### config.mk
export PLATFORM = sky130hd
export DESIGN_NAME = adc_req_arbiter
export DESIGN_NICKNAME = d
export VERILOG_FILES = /design/src/rtl/adc_arb_pkg.sv /design/src/rtl/adc_arb_select.sv /design/src/rtl/adc_arb_smp_timer.sv /design/src/rtl/adc_req_arbiter.sv
export SDC_FILE = /design/constraint.sdc
export NUM_CORES = 1
export LEC_CHECK = 0
export ABC_AREA = 1
export BUFFER_PORTS_ARGS = -buffer_cell sky130_fd_sc_hd__buf_2
export CAP_MARGIN = 10
export CELL_PAD_IN_SITES_DETAIL_PLACEMENT = 1
export CELL_PAD_IN_SITES_GLOBAL_PLACEMENT = 2
export CORE_MARGIN = 4
export CORE_UTILIZATION = 33
export CTS_CLUSTER_SIZE = 40
export DETAILED_ROUTE_END_ITERATION = 6
export GPL_TIMING_DRIVEN = 0
export PLACE_DENSITY = 0.86
export SLEW_MARGIN = 10
export SYNTH_ARGS = -nofsm -noshare
export SYNTH_HDL_FRONTEND = slang
export SYNTH_SLANG_ARGS = --single-unit
### constraint.sdc
create_clock -name clk -period 6.36 [get_ports clk]
set_clock_uncertainty 0.2 [all_clocks]
set_input_delay 1.59 -clock clk [delete_from_list [all_inputs] [get_ports clk]]
set_output_delay 1.59 -clock clk [all_outputs]
set_load 0.005 [all_outputs]
### src/rtl/adc_arb_pkg.sv
package adc_arb_pkg;

    localparam int NUM_SRC = 3;
    localparam int SMP_W   = 8;

    typedef enum logic [1:0] {
        ST_IDLE    = 2'd0,
        ST_SAMPLE  = 2'd1,
        ST_CONVERT = 2'd2,
        ST_NEXT    = 2'd3
    } arb_state_e;

    localparam logic [1:0] SRC_REG = 2'd0;
    localparam logic [1:0] SRC_HW  = 2'd1;
    localparam logic [1:0] SRC_SW  = 2'd2;

    // Sample-phase length in converter clock cycles for each selector code.
    function automatic logic [SMP_W-1:0] smp_len(input logic [1:0] sel);
        logic [SMP_W-1:0] n;
        unique case (sel)
            2'd0:    n = SMP_W'(2);
            2'd1:    n = SMP_W'(8);
            2'd2:    n = SMP_W'(64);
            default: n = SMP_W'(128);
        endcase
        return n;
    endfunction

endpackage

### src/rtl/adc_arb_select.sv
module adc_arb_select
    import adc_arb_pkg::*;
#(
    parameter int NUM_CH = 16,
    localparam int CH_W = $clog2(NUM_CH)
) (
    input  logic [NUM_SRC-1:0][NUM_CH-1:0] pend,
    input  logic                           sw_first,
    output logic                           valid,
    output logic [1:0]                     src,
    output logic [CH_W-1:0]                chan
);

    logic [1:0]        hi_src;
    logic [1:0]        lo_src;
    logic [NUM_CH-1:0] hi_mask;
    logic [NUM_CH-1:0] lo_mask;
    logic [NUM_CH-1:0] win_mask;

    always_comb begin
        hi_src  = sw_first ? SRC_SW : SRC_HW;
        lo_src  = sw_first ? SRC_HW : SRC_SW;
        hi_mask = sw_first ? pend[2] : pend[1];
        lo_mask = sw_first ? pend[1] : pend[2];

        valid = |pend;
        if (|hi_mask) begin
            src      = hi_src;
            win_mask = hi_mask;
        end else if (|lo_mask) begin
            src      = lo_src;
            win_mask = lo_mask;
        end else begin
            src      = SRC_REG;
            win_mask = pend[0];
        end

        chan = '0;
        for (int i = NUM_CH - 1; i >= 0; i--) begin
            if (win_mask[i]) chan = CH_W'(i);
        end
    end

endmodule

### src/rtl/adc_arb_smp_timer.sv
module adc_arb_smp_timer
    import adc_arb_pkg::*;
(
    input  logic       clk,
    input  logic       rst,
    input  logic       load,
    input  logic [1:0] sel,
    output logic       expire
);

    logic [SMP_W-1:0] cnt_q;

    always_ff @(posedge clk) begin
        if (rst) begin
            cnt_q <= '0;
        end else if (load) begin
            cnt_q <= smp_len(sel) - SMP_W'(1);
        end else if (cnt_q != '0) begin
            cnt_q <= cnt_q - SMP_W'(1);
        end
    end

    assign expire = (cnt_q == '0);

endmodule

### src/rtl/adc_req_arbiter.sv
module adc_req_arbiter
    import adc_arb_pkg::*;
#(
    parameter int NUM_CH = 16,
    localparam int CH_W = $clog2(NUM_CH)
) (
    input  logic              clk,
    input  logic              rst,
    input  logic              reg_go,
    input  logic [NUM_CH-1:0] reg_mask,
    input  logic              hw_go,
    input  logic [NUM_CH-1:0] hw_mask,
    input  logic              sw_go,
    input  logic [NUM_CH-1:0] sw_mask,
    input  logic              sw_first,
    input  logic [1:0]        smp_sel,
    input  logic              conv_done,
    output logic              conv_start,
    output logic [CH_W-1:0]   conv_chan,
    output logic [1:0]        conv_src,
    output logic              smp_active,
    output logic              reg_eoc,
    output logic              hw_eoi,
    output logic              sw_eoi
);

    arb_state_e                     state_q, state_d;
    logic [NUM_SRC-1:0][NUM_CH-1:0] pend_q;
    logic [NUM_SRC-1:0][NUM_CH-1:0] req_mask;
    logic [NUM_SRC-1:0]             req_go;
    logic [NUM_SRC-1:0]             act_q;
    logic [NUM_SRC-1:0]             accept;
    logic [NUM_SRC-1:0]             fin_set;
    logic [NUM_SRC-1:0]             end_q;
    logic                           pick_valid;
    logic [1:0]                     pick_src;
    logic [CH_W-1:0]                pick_chan;
    logic                           issue;
    logic                           smp_expire;
    logic                           start_q;
    logic [1:0]                     src_q;
    logic [CH_W-1:0]                chan_q;

    assign req_go   = {sw_go, hw_go, reg_go};
    assign req_mask = {sw_mask, hw_mask, reg_mask};

    adc_arb_select #(.NUM_CH(NUM_CH)) u_select (
        .pend     (pend_q),
        .sw_first (sw_first),
        .valid    (pick_valid),
        .src      (pick_src),
        .chan     (pick_chan)
    );

    adc_arb_smp_timer u_timer (
        .clk    (clk),
        .rst    (rst),
        .load   (issue),
        .sel    (smp_sel),
        .expire (smp_expire)
    );

    assign issue = pick_valid && (state_q == ST_IDLE || state_q == ST_NEXT);

    // Per-flow acceptance and chain-completion detection.
    for (genvar s = 0; s < NUM_SRC; s++) begin : g_flow
        assign accept[s]  = req_go[s] && !act_q[s] && (|req_mask[s]);
        assign fin_set[s] = (state_q == ST_CONVERT) && conv_done &&
                            (src_q == 2'(s)) && (pend_q[s] == '0);
    end

    always_ff @(posedge clk) begin
        if (rst) begin
            pend_q <= '0;
            act_q  <= '0;
            end_q  <= '0;
        end else begin
            end_q <= fin_set;
            for (int s = 0; s < NUM_SRC; s++) begin
                if (accept[s]) begin
                    pend_q[s] <= req_mask[s];
                    act_q[s]  <= 1'b1;
                end else begin
                    if (issue && pick_src == 2'(s)) pend_q[s][pick_chan] <= 1'b0;
                    if (fin_set[s]) act_q[s] <= 1'b0;
                end
            end
        end
    end

    always_comb begin
        state_d = state_q;
        unique case (state_q)
            ST_IDLE:    if (issue) state_d = ST_SAMPLE;
            ST_SAMPLE:  if (smp_expire) state_d = ST_CONVERT;
            ST_CONVERT: if (conv_done) state_d = ST_NEXT;
            default:    state_d = issue ? ST_SAMPLE : ST_IDLE;
        endcase
    end

    always_ff @(posedge clk) begin
        if (rst) begin
            state_q <= ST_IDLE;
            start_q <= 1'b0;
            src_q   <= SRC_REG;
            chan_q  <= '0;
        end else begin
            state_q <= state_d;
            start_q <= issue;
            if (issue) begin
                src_q  <= pick_src;
                chan_q <= pick_chan;
            end
        end
    end

    assign conv_start = start_q;
    assign conv_chan  = chan_q;
    assign conv_src   = src_q;
    assign smp_active = (state_q == ST_SAMPLE);
    assign reg_eoc    = end_q[0];
    assign hw_eoi     = end_q[1];
    assign sw_eoi     = end_q[2];

endmodule

# [Yosys cells after proc, flatten, opt, wreduce, memory -nomap -nowiden]
# Cells that the tools add are included.
[op_classes] n_reduce_logical=45 add_sub_neg=2 n_bitwise=4 muxes=48 order_cmp=2 n_eq_ne=12
[op_table] operator="2-to-1 mux 16 bit" count=10
[op_table] operator="OR reduction 16 bit" count=5
[op_table] operator="2-to-1 mux 4 bit" count=16
[op_table] operator="AND 16 bit" count=3
[op_table] operator="zero test 16 bit" count=3
[op_table] operator="OR reduction 48 bit" count=1
[op_table] operator="2-to-1 mux 8 bit" count=4
[op_table] operator="case mux 8 bit (3 select lines)" count=1
[op_table] operator="logical AND 1 bit" count=18
[op_table] operator="inverter 16 bit" count=1
[op_table] operator="subtractor 8 x 1 -> 8 bit, second input constant" count=2
[op_table] operator="2-to-1 mux 2 bit" count=7
[op_table] operator="nonzero test 2 bit" count=7
[op_table] operator="== test 2 bit, second input constant" count=5
[op_table] operator="== test 2 x 1 -> 1 bit, second input constant" count=4
[op_table] operator="zero test 2 bit" count=4
[op_table] operator="zero test 8 bit" count=1
[op_table] operator="2-to-1 mux 1 bit" count=8
[op_table] operator="nonzero test 8 bit" count=1
[op_table] operator="case mux 2 bit (3 select lines)" count=1
[op_table] operator="< comparator 4 x 5 -> 1 bit, second input constant" count=1
[op_table] operator="demux 1 bit (select 4 bit)" count=1
[op_table] operator=">= comparator 4 x 1 -> 1 bit, second input constant" count=1
[op_table] operator="!= test 2 bit, second input constant" count=2
[op_table] operator="4 further kinds" count=6
[word_totals] in_bits=57 output_inout_bits=11 word_cells=125 reg_bits=71

# [Longest topological paths before layout]
[depth] word_depth=28 ltp_mapped=30

# [By module]
# A second synthesis with hierarchy kept.
[unflattened] hier_cells=908 hier_area_um2=5267.6
[modules_own_cells] mod="adc_req_arbiter" seq_area_each_um2=1261.2 instances=1 cells_each=569 area_per_inst_um2=3562.2
[modules_own_cells] mod="adc_arb_select" seq_area_each_um2=0.0 instances=1 cells_each=260 area_per_inst_um2=1193.6
[modules_own_cells] mod="adc_arb_smp_timer" seq_area_each_um2=160.2 instances=1 cells_each=79 area_per_inst_um2=511.7

# [Least setup slack after synthesis]
# Ideal clock, no wire load.
[synth_path] path_kind="input -> register" from="in sw_first" to="reg pend_q[27] (netlist bit)" setup_time_ps=132 path_stages=21 t_arrival_ps=3726 required_ps=6028 slack_ps=2302 cell_sequence="buf_6 > inv_2 > buf_6 > nand2_1 > nand2_1 > nor2_1 > nand2_1 > nor2_2 > nand2_2 > buf_4 > o21bai_1 > a21boi_4 > nand2_1 > nor2_1 > nand2_1 > nor2_2 > inv_2 > nor2_2 > nand4_1 > o21bai_1 > a21oi_1"
[synth_via] elab_chain_len=28 word_cells_on_any_way=38 classes_between="order compare: 2; eq/ne: 1; mux: 28; bitwise: 2; reduce/logical: 5"
[synth_lines] element="start, declared" line_no="adc_req_arbiter.sv:15" text="input logic sw_first,"
[synth_lines] element="2-to-1 mux 16 bit" line_no="adc_arb_select.sv:24" text="lo_mask = sw_first ? pend[1] : pend[2];"
[synth_lines] element="OR reduction 16 bit" line_no="adc_arb_select.sv:30" text="end else if (|lo_mask) begin"
[synth_lines] element="2-to-1 mux 16 bit" line_no="adc_arb_select.sv:30"
[synth_lines] element="2-to-1 mux 16 bit" line_no="adc_arb_select.sv:27" text="if (|hi_mask) begin"
[synth_lines] element="2-to-1 mux 4 bit (16 in a row)" line_no="adc_arb_select.sv:40" text="if (win_mask[i]) chan = CH_W'(i);"
[synth_lines] element="< comparator 4 x 5 -> 1 bit (not written as such) / >= comparator 4 x 1 -> 1 bit (equally long branches)" line_no="adc_req_arbiter.sv:84" text="if (issue && pick_src == 2'(s)) pend_q[s][pick_chan] <= 1'b0;"
[synth_lines] element="logical AND 1 bit (not written as such)" line_no="adc_req_arbiter.sv:84"
[synth_lines] element="2-to-1 mux 1 bit (not written as such)" line_no="adc_req_arbiter.sv:84"
[synth_lines] element="demux 1 bit (select 4 bit)" line_no="adc_req_arbiter.sv:84"
[synth_lines] element="inverter 16 bit (no source line)"
[synth_lines] element="AND 16 bit (no source line)"
[synth_lines] element="2-to-1 mux 16 bit" line_no="adc_req_arbiter.sv:84"
[synth_lines] element="2-to-1 mux 16 bit" line_no="adc_req_arbiter.sv:80" text="if (accept[s]) begin"
[synth_lines] element="end signal, assigned by index" line_no="adc_req_arbiter.sv:81" text="pend_q[s] <= req_mask[s];"
[synth_lines] element="end, declared" line_no="adc_req_arbiter.sv:28" text="logic [NUM_SRC-1:0][NUM_CH-1:0] pend_q;"
# Several ways; a longest one is shown, not always the timed one. The select of a mux whose other input is x is not followed.
# A chain may end at the register's enable or synchronous reset.

# [Final worst setup path]
[layout_path] from="in sw_first" to="reg pend_q[31] (netlist bit)"
# The elaborated chain is that of the path after synthesis.

==> impl_metrics.csv <==
group,metric,value,unit
setup_path,critPathCaptureType,"register",
clocking,root_buffer,"clkbuf_16",
synth,synthCells,737,
timing,rsz0062_at_grt,"false",
min_path,min_path_type,"reg -> reg",
die,die_h,126.0,µm
detailed_routing,wl_per_cell,19.06,µm
cells_and_area,antenna_cells,0,
timing,fmax,212.1,MHz
cells_and_area,drive_gt1_frac,0.1399,
clocking,post_cts_buffers,0,
grt,grt_use_total,0.2368,
min_path,min_to,"act_q[0]",
synth,synth-seq-cells,71,
clocking,cts_tree,"done",
cells_and_area,fin_nets,875,
detailed_routing,dr.pass1.iters,4,
setup_path,cp.arrival,4.70,ns
cells_and_area,area_delta_synth_final,17.70,%
cells_and_area,mostFrequentLayoutCell,"nand2_1",
setup_path,critPathLaunchType,"input port",
timing,setup_viol,0,
pwr,power.leakage,2.414,nW
synth,seq_area_frac_synth,0.3093,
synth,synth_cell_types,39,
setup_path,rr_endpoint,"pend_q[31]",
timing,setup_ws,1.646,ns
setup_path,crit_type,"in -> reg",
place,dp_slack,1.392,ns
die,pin_count,68,
clocking,cts.clk_slew.worst_paths,0.06,ns
synth,synthesis.nets,799,
timing,worst_pin_slew,0.8477,ns
setup_path,r2r-start,"pend_q[17]",
setup_path,worst-path-max-fanout,10,
die,initial_core_util,0.3416,
clocking,ctsHoldBuffers,0,
die,rows,42,
run_status,outcome,"completed",
job,maxCapViolCount,0,
place,dp_hpwl,14930,µm
grt,grt_pass1_wl,29530,µm
detailed_routing,ant_nets,0,
grt,grt.overflow.total,0,
timing,layout_min_cycle_time,4.714,ns
min_path,hp-start,"act_q[0]",
pwr,power,1.644,mW
place,port_buffers,65,
clocking,clock_path_buffers,2,
setup_path,r2r_slack,2.77,ns
clocking,clock_latency,0.34,ns
pwr,powerDensity,303.9,nW/µm²
pwr,vdd_drop_max,0.0002061,V
cells_and_area,final_cell_mix,"226 x nand2_1, 75 x inv_1, 71 x dfxtp_1",
place,placed_area,5141,µm²
die,dieWidth,126.0,µm
clocking,numCtsBuffers,9,
setup_path,required,6.35,ns
synth,netlist_area,4596,µm²
timing,finalCritPeriodShare,0.7412,
place,post-place-cells,978,
min_path,hold_depth,2,
die,die-area,15880,µm²
detailed_routing,drc,0,
die,core-area,13450,µm²
timing,final.setup.tns,0,ns
cells_and_area,final_cell_count_no_fill,991,
detailed_routing,finalWirelength,18890,µm
grt,grt_max_degree,11,
detailed_routing,vias,5215,
grt,grt_pass1_vias,5552,
clocking,htree_num_levels,3,
timing,slew_violations,0,
synth,yosys_warnings,0,
timing,hold_viol_final,0,
cells_and_area,postLayoutCellArea,5409,µm²
clocking,cts.repair.resized,0,
detailed_routing,via_per_inst,5.262,
grt,antenna_found_initial,0,
detailed_routing,drt_iter0_drc,337,
setup_path,reg2reg_depth,14,
timing,maxSlewHeadroom,0.4349,
synth,syn_avg_cell_area,6.236,µm²
clocking,cts.sinks,71,
place,gp_congestion,0.9422,
-- cells in the mapped netlist (all sizes together) --
master  count  area [µm²]
a31oi       4       25.02
nor3       11       55.05
nor4       22       137.6
nand3b      1       7.510
a21boi      8       75.07
buf        12       108.9
nor2       77       311.6
ha          5       62.56
nand2     232       905.9
a22oi      12       90.09
nand3      29       160.2
clkbuf     17       63.81
dfxtp      71        1421
and2        1       6.260
nand4      21       131.4
inv        81       306.5
o31ai       1       7.510
a211oi      1       7.510
clkinv      1       3.750
xor2        1       8.760
o21bai     16       123.9
o21ai      56       280.3
o211ai      2       20.02
a21oi      55       275.3
-- stage by stage --
stage	util	hold slack [ns]
3_3_place_gp	0.3822	0.2518
4_1_cts	0.4021	0.2718
3_5_place_dp	0.3822	0.2608
6_report	0.4021	0.2648
5_1_grt	0.4021	0.2899
2_1_floorplan	-	0.2402
-- worst max-delay path: stages --
cell and delay (ns):
buf_6 0.13, buf_6 0.14, o21ai_0 0.31, nand2_1 0.10, nor2_1 0.13, nand2_1 0.14, nor2_4 0.25, buf_6 0.19
nand2_1 0.07, o21ai_1 0.15, and2_1 0.19, nand3_1 0.16, nor2_1 0.33, nand4_1 0.44, o21bai_1 0.28, a21oi_1 0.09
-- worst max-delay path by stage --
stage               startpoint  cells past startpoint    endpoint
finish                sw_first                     16  pend_q[31]
global route          sw_first                     26  pend_q[29]
CTS                   sw_first                     18  pend_q[39]
detailed placement    sw_first                     21  pend_q[27]
global placement      sw_first                     21  pend_q[27]
floorplan             sw_first                     21  pend_q[27]
-- sequential cells by signal, summed over array words and instances (netlist names) --
name and cells:
pend_q 48, u_timer.cnt_q 8, conv_chan 4, act_q 3, end_q 3, conv_src 2, state_q 2, conv_start 1
-- area by class of cell --
type / instances / area (µm²)
fill: 1824 / 8044
multi-input combinational: 555 / 2691
sequential: 71 / 1421
timing repair buffer: 65 / 325.3
inverter: 82 / 310.3
clock buffer: 11 / 232.7
tap: 176 / 220.2
buffer: 29 / 172.7
clock inverter: 2 / 35.03
-- cell families (layout without fill, tap and decap cells) --
family,count (synthesis),after routing,share of synthesized area
buf+inv,111,189,0.1051
flops,71,71,0.3093
compound gates,155,155,0.1968
xor+xnor,1,1,0.001906
simple gates,394,394,0.3733
fa+ha+maj,5,5,0.01361
-- per-layer routing --
| metal | vias to the layer above | global-route usage | wire length [µm] |
|---|---|---|---|
| met3 | 34 | 0.04276 | 967 |
| met1 | 2499 | 0.3078 | 8496 |
| li1 | 2577 | - | - |
| met4 | 0 | 0.1016 | 641 |
| met2 | 105 | 0.3856 | 8787 |
| met5 | - | 0 | 0 |
-- where the power goes --
part	internal (mW)	leakage, nW	switching [mW]
logic	0.194	1.70	0.403
registers	0.512	0.585	0.0498
clock network	0.297	0.131	0.188
total	1.00	2.41	0.641
Power figures use the tool's default switching activity.
